--- config.mk ---
export PLATFORM = sky130hd
export DESIGN_NAME = xlat_ctl_regs
export DESIGN_NICKNAME = d
export VERILOG_FILES = /design/src/rtl/xlat_ctl_pkg.sv /design/src/rtl/xlat_mode_fsm.sv /design/src/rtl/xlat_irq_unit.sv /design/src/rtl/xlat_ctl_regs.sv
export SDC_FILE = /design/constraint.sdc
export NUM_CORES = 1
export LEC_CHECK = 0
export ABC_AREA = 1
export CAP_MARGIN = 15
export CORE_MARGIN = 10
export CORE_UTILIZATION = 50
export CTS_CLUSTER_SIZE = 8
export DETAILED_ROUTE_END_ITERATION = 7
export DONT_BUFFER_PORTS = 1
export PLACE_DENSITY = 0.7
export SLEW_MARGIN = 40
export SYNTH_ARGS = -nofsm -noshare
export SYNTH_HDL_FRONTEND = slang
export SYNTH_SLANG_ARGS = --single-unit
--- constraint.sdc ---
create_clock -name clk -period 1.1 [get_ports clk]
set_input_delay 0.165 -clock clk [delete_from_list [all_inputs] [get_ports clk]]
set_output_delay 0.165 -clock clk [all_outputs]
set_load 0.005 [all_outputs]
--- src/rtl/xlat_ctl_pkg.sv ---
package xlat_ctl_pkg;

    localparam int OFS_W = 8;

    localparam logic [OFS_W-1:0] OFS_BASE   = 8'h00;
    localparam logic [OFS_W-1:0] OFS_STAT   = 8'h04;
    localparam logic [OFS_W-1:0] OFS_CMD    = 8'h08;
    localparam logic [OFS_W-1:0] OFS_FADDR  = 8'h0C;
    localparam logic [OFS_W-1:0] OFS_ZAP1   = 8'h10;
    localparam logic [OFS_W-1:0] OFS_RAW    = 8'h14;
    localparam logic [OFS_W-1:0] OFS_CLR    = 8'h18;
    localparam logic [OFS_W-1:0] OFS_MASK   = 8'h1C;
    localparam logic [OFS_W-1:0] OFS_MSTAT  = 8'h20;
    localparam logic [OFS_W-1:0] OFS_GATE   = 8'h24;

    typedef enum logic [2:0] {
        OP_PG_ON    = 3'd0,
        OP_PG_OFF   = 3'd1,
        OP_STL_ON   = 3'd2,
        OP_STL_OFF  = 3'd3,
        OP_ZAP_ALL  = 3'd4,
        OP_FLT_DONE = 3'd5,
        OP_FRESET   = 3'd6
    } op_e;

    localparam int ST_PAGING = 0;
    localparam int ST_FAULT  = 1;
    localparam int ST_STALL  = 2;
    localparam int ST_IDLE   = 3;
    localparam int ST_REPLAY = 4;
    localparam int ST_FWRITE = 5;

    localparam int IRQ_FAULT  = 0;
    localparam int IRQ_BUSERR = 1;
    localparam int IRQ_N      = 2;

endpackage

--- src/rtl/xlat_mode_fsm.sv ---
module xlat_mode_fsm
    import xlat_ctl_pkg::*;
#(
    parameter int DATA_W = 32
) (
    input  logic              clk,
    input  logic              rst_n,
    input  logic              cmd_vld,
    input  logic [2:0]        cmd_op,
    input  logic              flt_evt,
    input  logic [DATA_W-1:0] flt_addr,
    input  logic              flt_is_wr,
    output logic              paging,
    output logic              stall,
    output logic              flt_act,
    output logic              flt_wr,
    output logic [DATA_W-1:0] flt_addr_q,
    output logic              flt_capt,
    output logic              zap_all
);

    typedef struct packed {
        logic              paging;
        logic              stall;
        logic              flt_act;
        logic              flt_wr;
        logic [DATA_W-1:0] flt_addr;
        logic              zap_all;
    } mode_t;

    mode_t st_d, st_q;
    logic  take_w;
    logic  wipe_w;

    always_comb begin
        st_d         = st_q;
        st_d.zap_all = 1'b0;
        take_w       = flt_evt && !st_q.flt_act;
        wipe_w       = cmd_vld && (cmd_op == OP_FRESET);

        if (take_w) begin
            st_d.flt_act  = 1'b1;
            st_d.flt_addr = flt_addr;
            st_d.flt_wr   = flt_is_wr;
        end

        if (cmd_vld) begin
            case (op_e'(cmd_op))
                OP_PG_ON:    st_d.paging = 1'b1;
                OP_PG_OFF: begin
                    st_d.paging = 1'b0;
                    st_d.stall  = 1'b0;
                end
                OP_STL_ON:   if (st_q.paging) st_d.stall = 1'b1;
                OP_STL_OFF:  st_d.stall = 1'b0;
                OP_ZAP_ALL:  st_d.zap_all = 1'b1;
                OP_FLT_DONE: st_d.flt_act = 1'b0;
                OP_FRESET: begin
                    st_d.paging   = 1'b0;
                    st_d.stall    = 1'b0;
                    st_d.flt_act  = 1'b0;
                    st_d.flt_wr   = 1'b0;
                    st_d.flt_addr = '0;
                end
                default: ;
            endcase
        end
    end

    always_ff @(posedge clk or negedge rst_n) begin
        if (!rst_n) st_q <= '0;
        else        st_q <= st_d;
    end

    assign paging     = st_q.paging;
    assign stall      = st_q.stall;
    assign flt_act    = st_q.flt_act;
    assign flt_wr     = st_q.flt_wr;
    assign flt_addr_q = st_q.flt_addr;
    assign zap_all    = st_q.zap_all;
    assign flt_capt   = take_w && !wipe_w;

endmodule

--- src/rtl/xlat_irq_unit.sv ---
module xlat_irq_unit #(
    parameter int NSRC = 2
) (
    input  logic            clk,
    input  logic            rst_n,
    input  logic [NSRC-1:0] set_vec,
    input  logic            clr_vld,
    input  logic [NSRC-1:0] clr_vec,
    input  logic            mask_wr,
    input  logic [NSRC-1:0] mask_val,
    input  logic            wipe,
    output logic [NSRC-1:0] raw,
    output logic [NSRC-1:0] mask,
    output logic [NSRC-1:0] masked,
    output logic            irq
);

    typedef struct packed {
        logic [NSRC-1:0] raw;
        logic [NSRC-1:0] mask;
    } irq_t;

    irq_t ir_d, ir_q;

    always_comb begin
        ir_d = ir_q;
        if (clr_vld) ir_d.raw = ir_q.raw & ~clr_vec;
        ir_d.raw = ir_d.raw | set_vec;
        if (mask_wr) ir_d.mask = mask_val;
        if (wipe) ir_d = '0;
    end

    always_ff @(posedge clk or negedge rst_n) begin
        if (!rst_n) ir_q <= '0;
        else        ir_q <= ir_d;
    end

    assign raw    = ir_q.raw;
    assign mask   = ir_q.mask;
    assign masked = ir_q.raw & ir_q.mask;
    assign irq    = |masked;

endmodule

--- src/rtl/xlat_ctl_regs.sv ---
module xlat_ctl_regs
    import xlat_ctl_pkg::*;
#(
    parameter int DATA_W     = 32,
    parameter int PAGE_SHIFT = 12
) (
    input  logic              clk,
    input  logic              rst_n,
    input  logic              req_we,
    input  logic [7:0]        req_addr,
    input  logic [DATA_W-1:0] req_wdata,
    output logic [DATA_W-1:0] rsp_rdata,
    input  logic              flt_evt,
    input  logic [DATA_W-1:0] flt_addr,
    input  logic              flt_is_wr,
    input  logic              bus_err,
    input  logic              idle_in,
    input  logic              replay_empty_in,
    output logic              paging_on,
    output logic              stall_on,
    output logic              zap_all,
    output logic              zap_one,
    output logic [DATA_W-1:0] zap_addr,
    output logic              irq
);

    localparam logic [DATA_W-1:0] PAGE_MASK = ~((DATA_W'(1) << PAGE_SHIFT) - DATA_W'(1));
    localparam int PAD_W = DATA_W - IRQ_N;

    typedef struct packed {
        logic [DATA_W-1:0] base;
        logic              gate;
        logic              zap_one;
        logic [DATA_W-1:0] zap_addr;
    } top_t;

    top_t tp_d, tp_q;

    logic              cmd_vld_w;
    logic              wipe_w;
    logic              fault_act_w;
    logic              fault_wr_w;
    logic [DATA_W-1:0] fault_addr_w;
    logic              flt_capt_w;
    logic [IRQ_N-1:0]  set_w;
    logic [IRQ_N-1:0]  raw_w;
    logic [IRQ_N-1:0]  mask_w;
    logic [IRQ_N-1:0]  masked_w;
    logic [DATA_W-1:0] status_w;

    assign cmd_vld_w = req_we && (req_addr == OFS_CMD);
    assign wipe_w    = cmd_vld_w && (req_wdata[2:0] == OP_FRESET);

    xlat_mode_fsm #(.DATA_W(DATA_W)) u_mode (
        .clk        (clk),
        .rst_n      (rst_n),
        .cmd_vld    (cmd_vld_w),
        .cmd_op     (req_wdata[2:0]),
        .flt_evt    (flt_evt),
        .flt_addr   (flt_addr),
        .flt_is_wr  (flt_is_wr),
        .paging     (paging_on),
        .stall      (stall_on),
        .flt_act    (fault_act_w),
        .flt_wr     (fault_wr_w),
        .flt_addr_q (fault_addr_w),
        .flt_capt   (flt_capt_w),
        .zap_all    (zap_all)
    );

    always_comb begin
        set_w             = '0;
        set_w[IRQ_FAULT]  = flt_capt_w;
        set_w[IRQ_BUSERR] = bus_err && !wipe_w;
    end

    xlat_irq_unit #(.NSRC(IRQ_N)) u_irq (
        .clk      (clk),
        .rst_n    (rst_n),
        .set_vec  (set_w),
        .clr_vld  (req_we && (req_addr == OFS_CLR)),
        .clr_vec  (req_wdata[IRQ_N-1:0]),
        .mask_wr  (req_we && (req_addr == OFS_MASK)),
        .mask_val (req_wdata[IRQ_N-1:0]),
        .wipe     (wipe_w),
        .raw      (raw_w),
        .mask     (mask_w),
        .masked   (masked_w),
        .irq      (irq)
    );

    always_comb begin
        tp_d         = tp_q;
        tp_d.zap_one = 1'b0;
        if (req_we) begin
            if (req_addr == OFS_BASE) tp_d.base = req_wdata & PAGE_MASK;
            if (req_addr == OFS_GATE) tp_d.gate = req_wdata[0];
            if (req_addr == OFS_ZAP1) begin
                tp_d.zap_one  = 1'b1;
                tp_d.zap_addr = req_wdata & PAGE_MASK;
            end
        end
        if (wipe_w) begin
            tp_d.base = '0;
            tp_d.gate = 1'b0;
        end
    end

    always_ff @(posedge clk or negedge rst_n) begin
        if (!rst_n) tp_q <= '0;
        else        tp_q <= tp_d;
    end

    assign zap_one  = tp_q.zap_one;
    assign zap_addr = tp_q.zap_addr;

    always_comb begin
        status_w             = '0;
        status_w[ST_PAGING]  = paging_on;
        status_w[ST_FAULT]   = fault_act_w;
        status_w[ST_STALL]   = stall_on;
        status_w[ST_IDLE]    = idle_in;
        status_w[ST_REPLAY]  = replay_empty_in;
        status_w[ST_FWRITE]  = fault_wr_w;
        status_w[DATA_W-1]   = !stall_on;
    end

    always_comb begin
        case (req_addr)
            OFS_BASE:  rsp_rdata = tp_q.base;
            OFS_STAT:  rsp_rdata = status_w;
            OFS_FADDR: rsp_rdata = fault_addr_w;
            OFS_RAW:   rsp_rdata = {{PAD_W{1'b0}}, raw_w};
            OFS_MASK:  rsp_rdata = {{PAD_W{1'b0}}, mask_w};
            OFS_MSTAT: rsp_rdata = {{PAD_W{1'b0}}, masked_w};
            OFS_GATE:  rsp_rdata = {{(DATA_W-1){1'b0}}, tp_q.gate};
            default:   rsp_rdata = '0;
        endcase
    end

endmodule

==> summary.md <==
| Metric | Value |
|---|---|
| Tmin final | `1.32 ns` |
| Compound-cell area share of the yosys netlist | `under 10%` |
| Worst vdd ir | `0.000676 V` |
| Yosys warns | `0` |
| Slowest cell delay on critical path | `between 0.4 and 0.5 ns` |
| Mapped cell area | `between 4000 and 5000 µm²` |
| Core Area | `around 8300 µm²` |
| Type of origin of the critical path | `flip-flop` |
| Placed cell area | `about 4500 µm²` |
| Largest family of logic cells by synthesized area | `simple AND/OR/NAND/NOR gates` |
| Sequential cell area fraction in the yosys report | `48.8%` |
| Slew Limit Fails | `0` |
| Setup TNS | `-4.56 ns` |
| Number of global-route vias before repair | `roughly 4,000` |
| RSZ-0062 raised after global routing | `true` |
| Final ANT Viol Nets | `0` |
| DRC viols | `0` |
| Largest buffer count on any clock path | `2` |
| XOR/XNOR share of the synthesized area | `0%` |
| Total number of vias | `slightly above 4,000` |
| Leakage | `0.00335 µW` |
| Wire per inst | `approximately 19 µm` |
| R2R setup slack | `-0.06 ns` |
| CTS tree | `built` |
| Worst path slowest cell | `dfrtp_1` |
| Adder-cell area share of the yosys netlist | `0%` |
| Finished Cell Area | `around 6300 µm²` |
| WL final | `around 15,000 µm` |
| Post-synthesis mux area share | `0%` |
| First-pass GRT wire length | `slightly above 20,000 µm` |
| Worst min path class | `primary input to async pin` |
| Worst r2r dst | `u_mode.flt_addr_q[20]$_DFF_PN0_` |
| Max Clock Freq | `0.757 GHz` |
| CTS clk-pin slew, worst paths | `0.10 ns` |
| Port bufs | `0` |
| Vias per cell | `~5.3` |
| Pwr/cell area | `between 1000 and 1500 nW/µm²` |
| Die height | `roughly 110 µm` |
| Final Hold Vio Count | `83` |
| Synth Area in Simple Gates | `between 20% and 30%` |
| Worst reg2reg path depth | `6` |
| Fin worst setup slack | `-0.220 ns` |
| Placed cells | `about 670` |
| Final Skew | `0.00926 ns` |
| Worst path required time | `approximately 0.94 ns` |
| Layout area overhead | `47.0%` |
| Crit Path Max Fanout | `3` |
| Final std cells w/o fill | `a little under 800` |
| Net count, final | `742` |
| Layout cell share with drive strength beyond 1 | `about 36%` |
| Initial antenna violation count | `0` |
| Crit Path Class | `flip-flop to primary output` |
| Clk_lat worst skew | `between 0.3 and 0.4 ns` |
| Status | `finished with violations` |
| H-tree depth | `3` |
| Worst r2r src | `u_mode.flt_act$_DFF_PN0_` |
| CP bufs+invs | `0` |
| Antenna diode count | `0` |
| Arrival @ worst endpoint | `1.16 ns` |
| Die W | `approximately 110 µm` |
| CTS Root Cell | `clkbuf_8` |
| Pre-antenna DRT Iters | `4` |
| Crit path capture type | `primary output` |
| FP Rows | `33` |
| Cell count after synthesis | `~560` |
| Least-Margin Pin Slew | `between 0.8 and 0.9 ns` |
| Global-route usage over all layers | `about a fifth` |
| Most used cell, CP | `nor2_1` |
| Max Cap Violations | `0` |
| Synth cell types | `22` |
| Number of buffers created by CTS | `9` |
| Total power | `6550 µW` |
| GPL Wtd Cong | `between 0.8 and 0.9` |
| I/O Pins | `149` |
| Final setup viols | `52` |
| Largest net degree at the start of global routing | `84` |
| Post-Syn Area per Cell | `around 7.6 µm²` |
| Synthesis-stage register bit count | `between 80 and 90` |
| DP HPWL | `between 8000 and 9000 µm` |
| Die Area | `between 10,000 and 15,000 µm²` |
| Total gr overflow | `0` |
| Initial Util | `about 52%` |
| Clock Sinks | `a little over 80` |
| Failing checks | `hold timing, setup timing` |
| Hold_ws | `-0.520 ns` |
| Final worst-path cycle share | `120%` |
| Crit-path leading delay family | `flip-flops` |
| Max transition margin | `45.7%` |
| # fillers | `roughly 520` |
| Drt initial violations | `298` |
| Cell Chain, Critical Path | `nand2_1 -> nor2_1 -> nor2_1 -> nand2_2` |
-- flip-flops by register name (all words and copies together), names as in the netlist --
register	cells
u_mode.zap_all	1
u_mode.flt_act	1
u_irq.raw	2
tp_q	21
u_mode.flt_addr_q	32
u_mode.flt_wr	1
zap_one	1
u_mode.stall	1
zap_addr	20
u_irq.mask	2
u_mode.paging	1
-- worst max path at each step --
stage | start | to | cells past startpoint
4_1_cts | u_mode.paging$_DFFE_PN0P_ | rsp_rdata[0] | 4
6_report | u_irq.mask[1]$_DFFE_PN0P_ | rsp_rdata[1] | 4
2_1_floorplan | req_addr[1] | rsp_rdata[1] | 10
3_5_place_dp | req_addr[2] | tp_q[54]$_DFFE_PN0P_ | 8
5_1_grt | u_mode.paging$_DFFE_PN0P_ | rsp_rdata[0] | 4
3_3_place_gp | req_addr[7] | tp_q[48]$_DFFE_PN0P_ | 8
-- layer usage --
metal / share of wire, % / up-vias / track usage [%]
met5: 0 / - / 0
met4: 2.0 / 0 / 5.08
met3: 8.4 / 25 / 7.77
met2: 52 / 168 / 32.9
met1: 38 / 1981 / 22.3
li1: - / 1914 / -
-- cell families after synthesis --
kind of cell | Yosys count
compound gates | 67
buf+inv | 113
flops | 83
other cells | 1
simple gates | 299
-- synth_stat cells (all sizes together) --
cell,count,area (µm²)
nand4,21,131
o22ai,1,6.26
nor2,59,241
dfrtp,83,2080
a21oi,8,40.0
nand3,16,85.1
inv,54,203
o21ai,57,285
nand2,198,746
buf,53,373
clkbuf,6,22.5
nor3,5,36.3
conb,1,3.75
o211ai,1,7.51
-- report_power, final --
group	leakage (µW)	switching, µW	internal, µW	total [µW]
clock	0.000101	1250	1080	2330
combinational	0.00224	450	403	853
sequential	0.00101	120	3240	3360
total	0.00335	1820	4730	6550
-- layout by cell type (no fill, tap or decap), types with 12 or more instances in the layout --
cell,instances
inv_2,16
nand2_2,33
nand4_1,21
nor2_1,42
dfrtp_1,81
buf_4,54
nand2_4,20
nand3_1,13
o21ai_2,43
dlygate4sd3_1,58
nand2_1,144
conb_1,12
inv_1,37
-- area by class of cell --
class	instances	area, µm²	area share [%]
clock buffers	9	124	1.98
repair buffers	135	1430	22.9
multi-input cells	379	2200	35.2
well taps	105	131	2.10
flip-flops and latches	83	2080	33.2
clock inverters	7	81.3	1.30
inverters	54	205	3.28
-- stage by stage --
stage / utilization (%) / setup WS, ns
CTS: 65.5 / -0.194
detailed placement: 54.5 / -0.204
global placement: 54.5 / -0.151
finish: 75.8 / -0.220
floorplan: - / -0.0203
global route: 75.8 / -0.259
-- repair_timing --
item                                    in CTS  in global routing
cloned                                       3                  9
pin swaps                                   28                 43
buffers inserted                            14                  6
hold buffers                                36                 23
endpoints found under the setup margin      43                 88
gates resized for setup                     69                156
endpoints found under the hold margin      139                106
(Power assumes the default switching activity.)
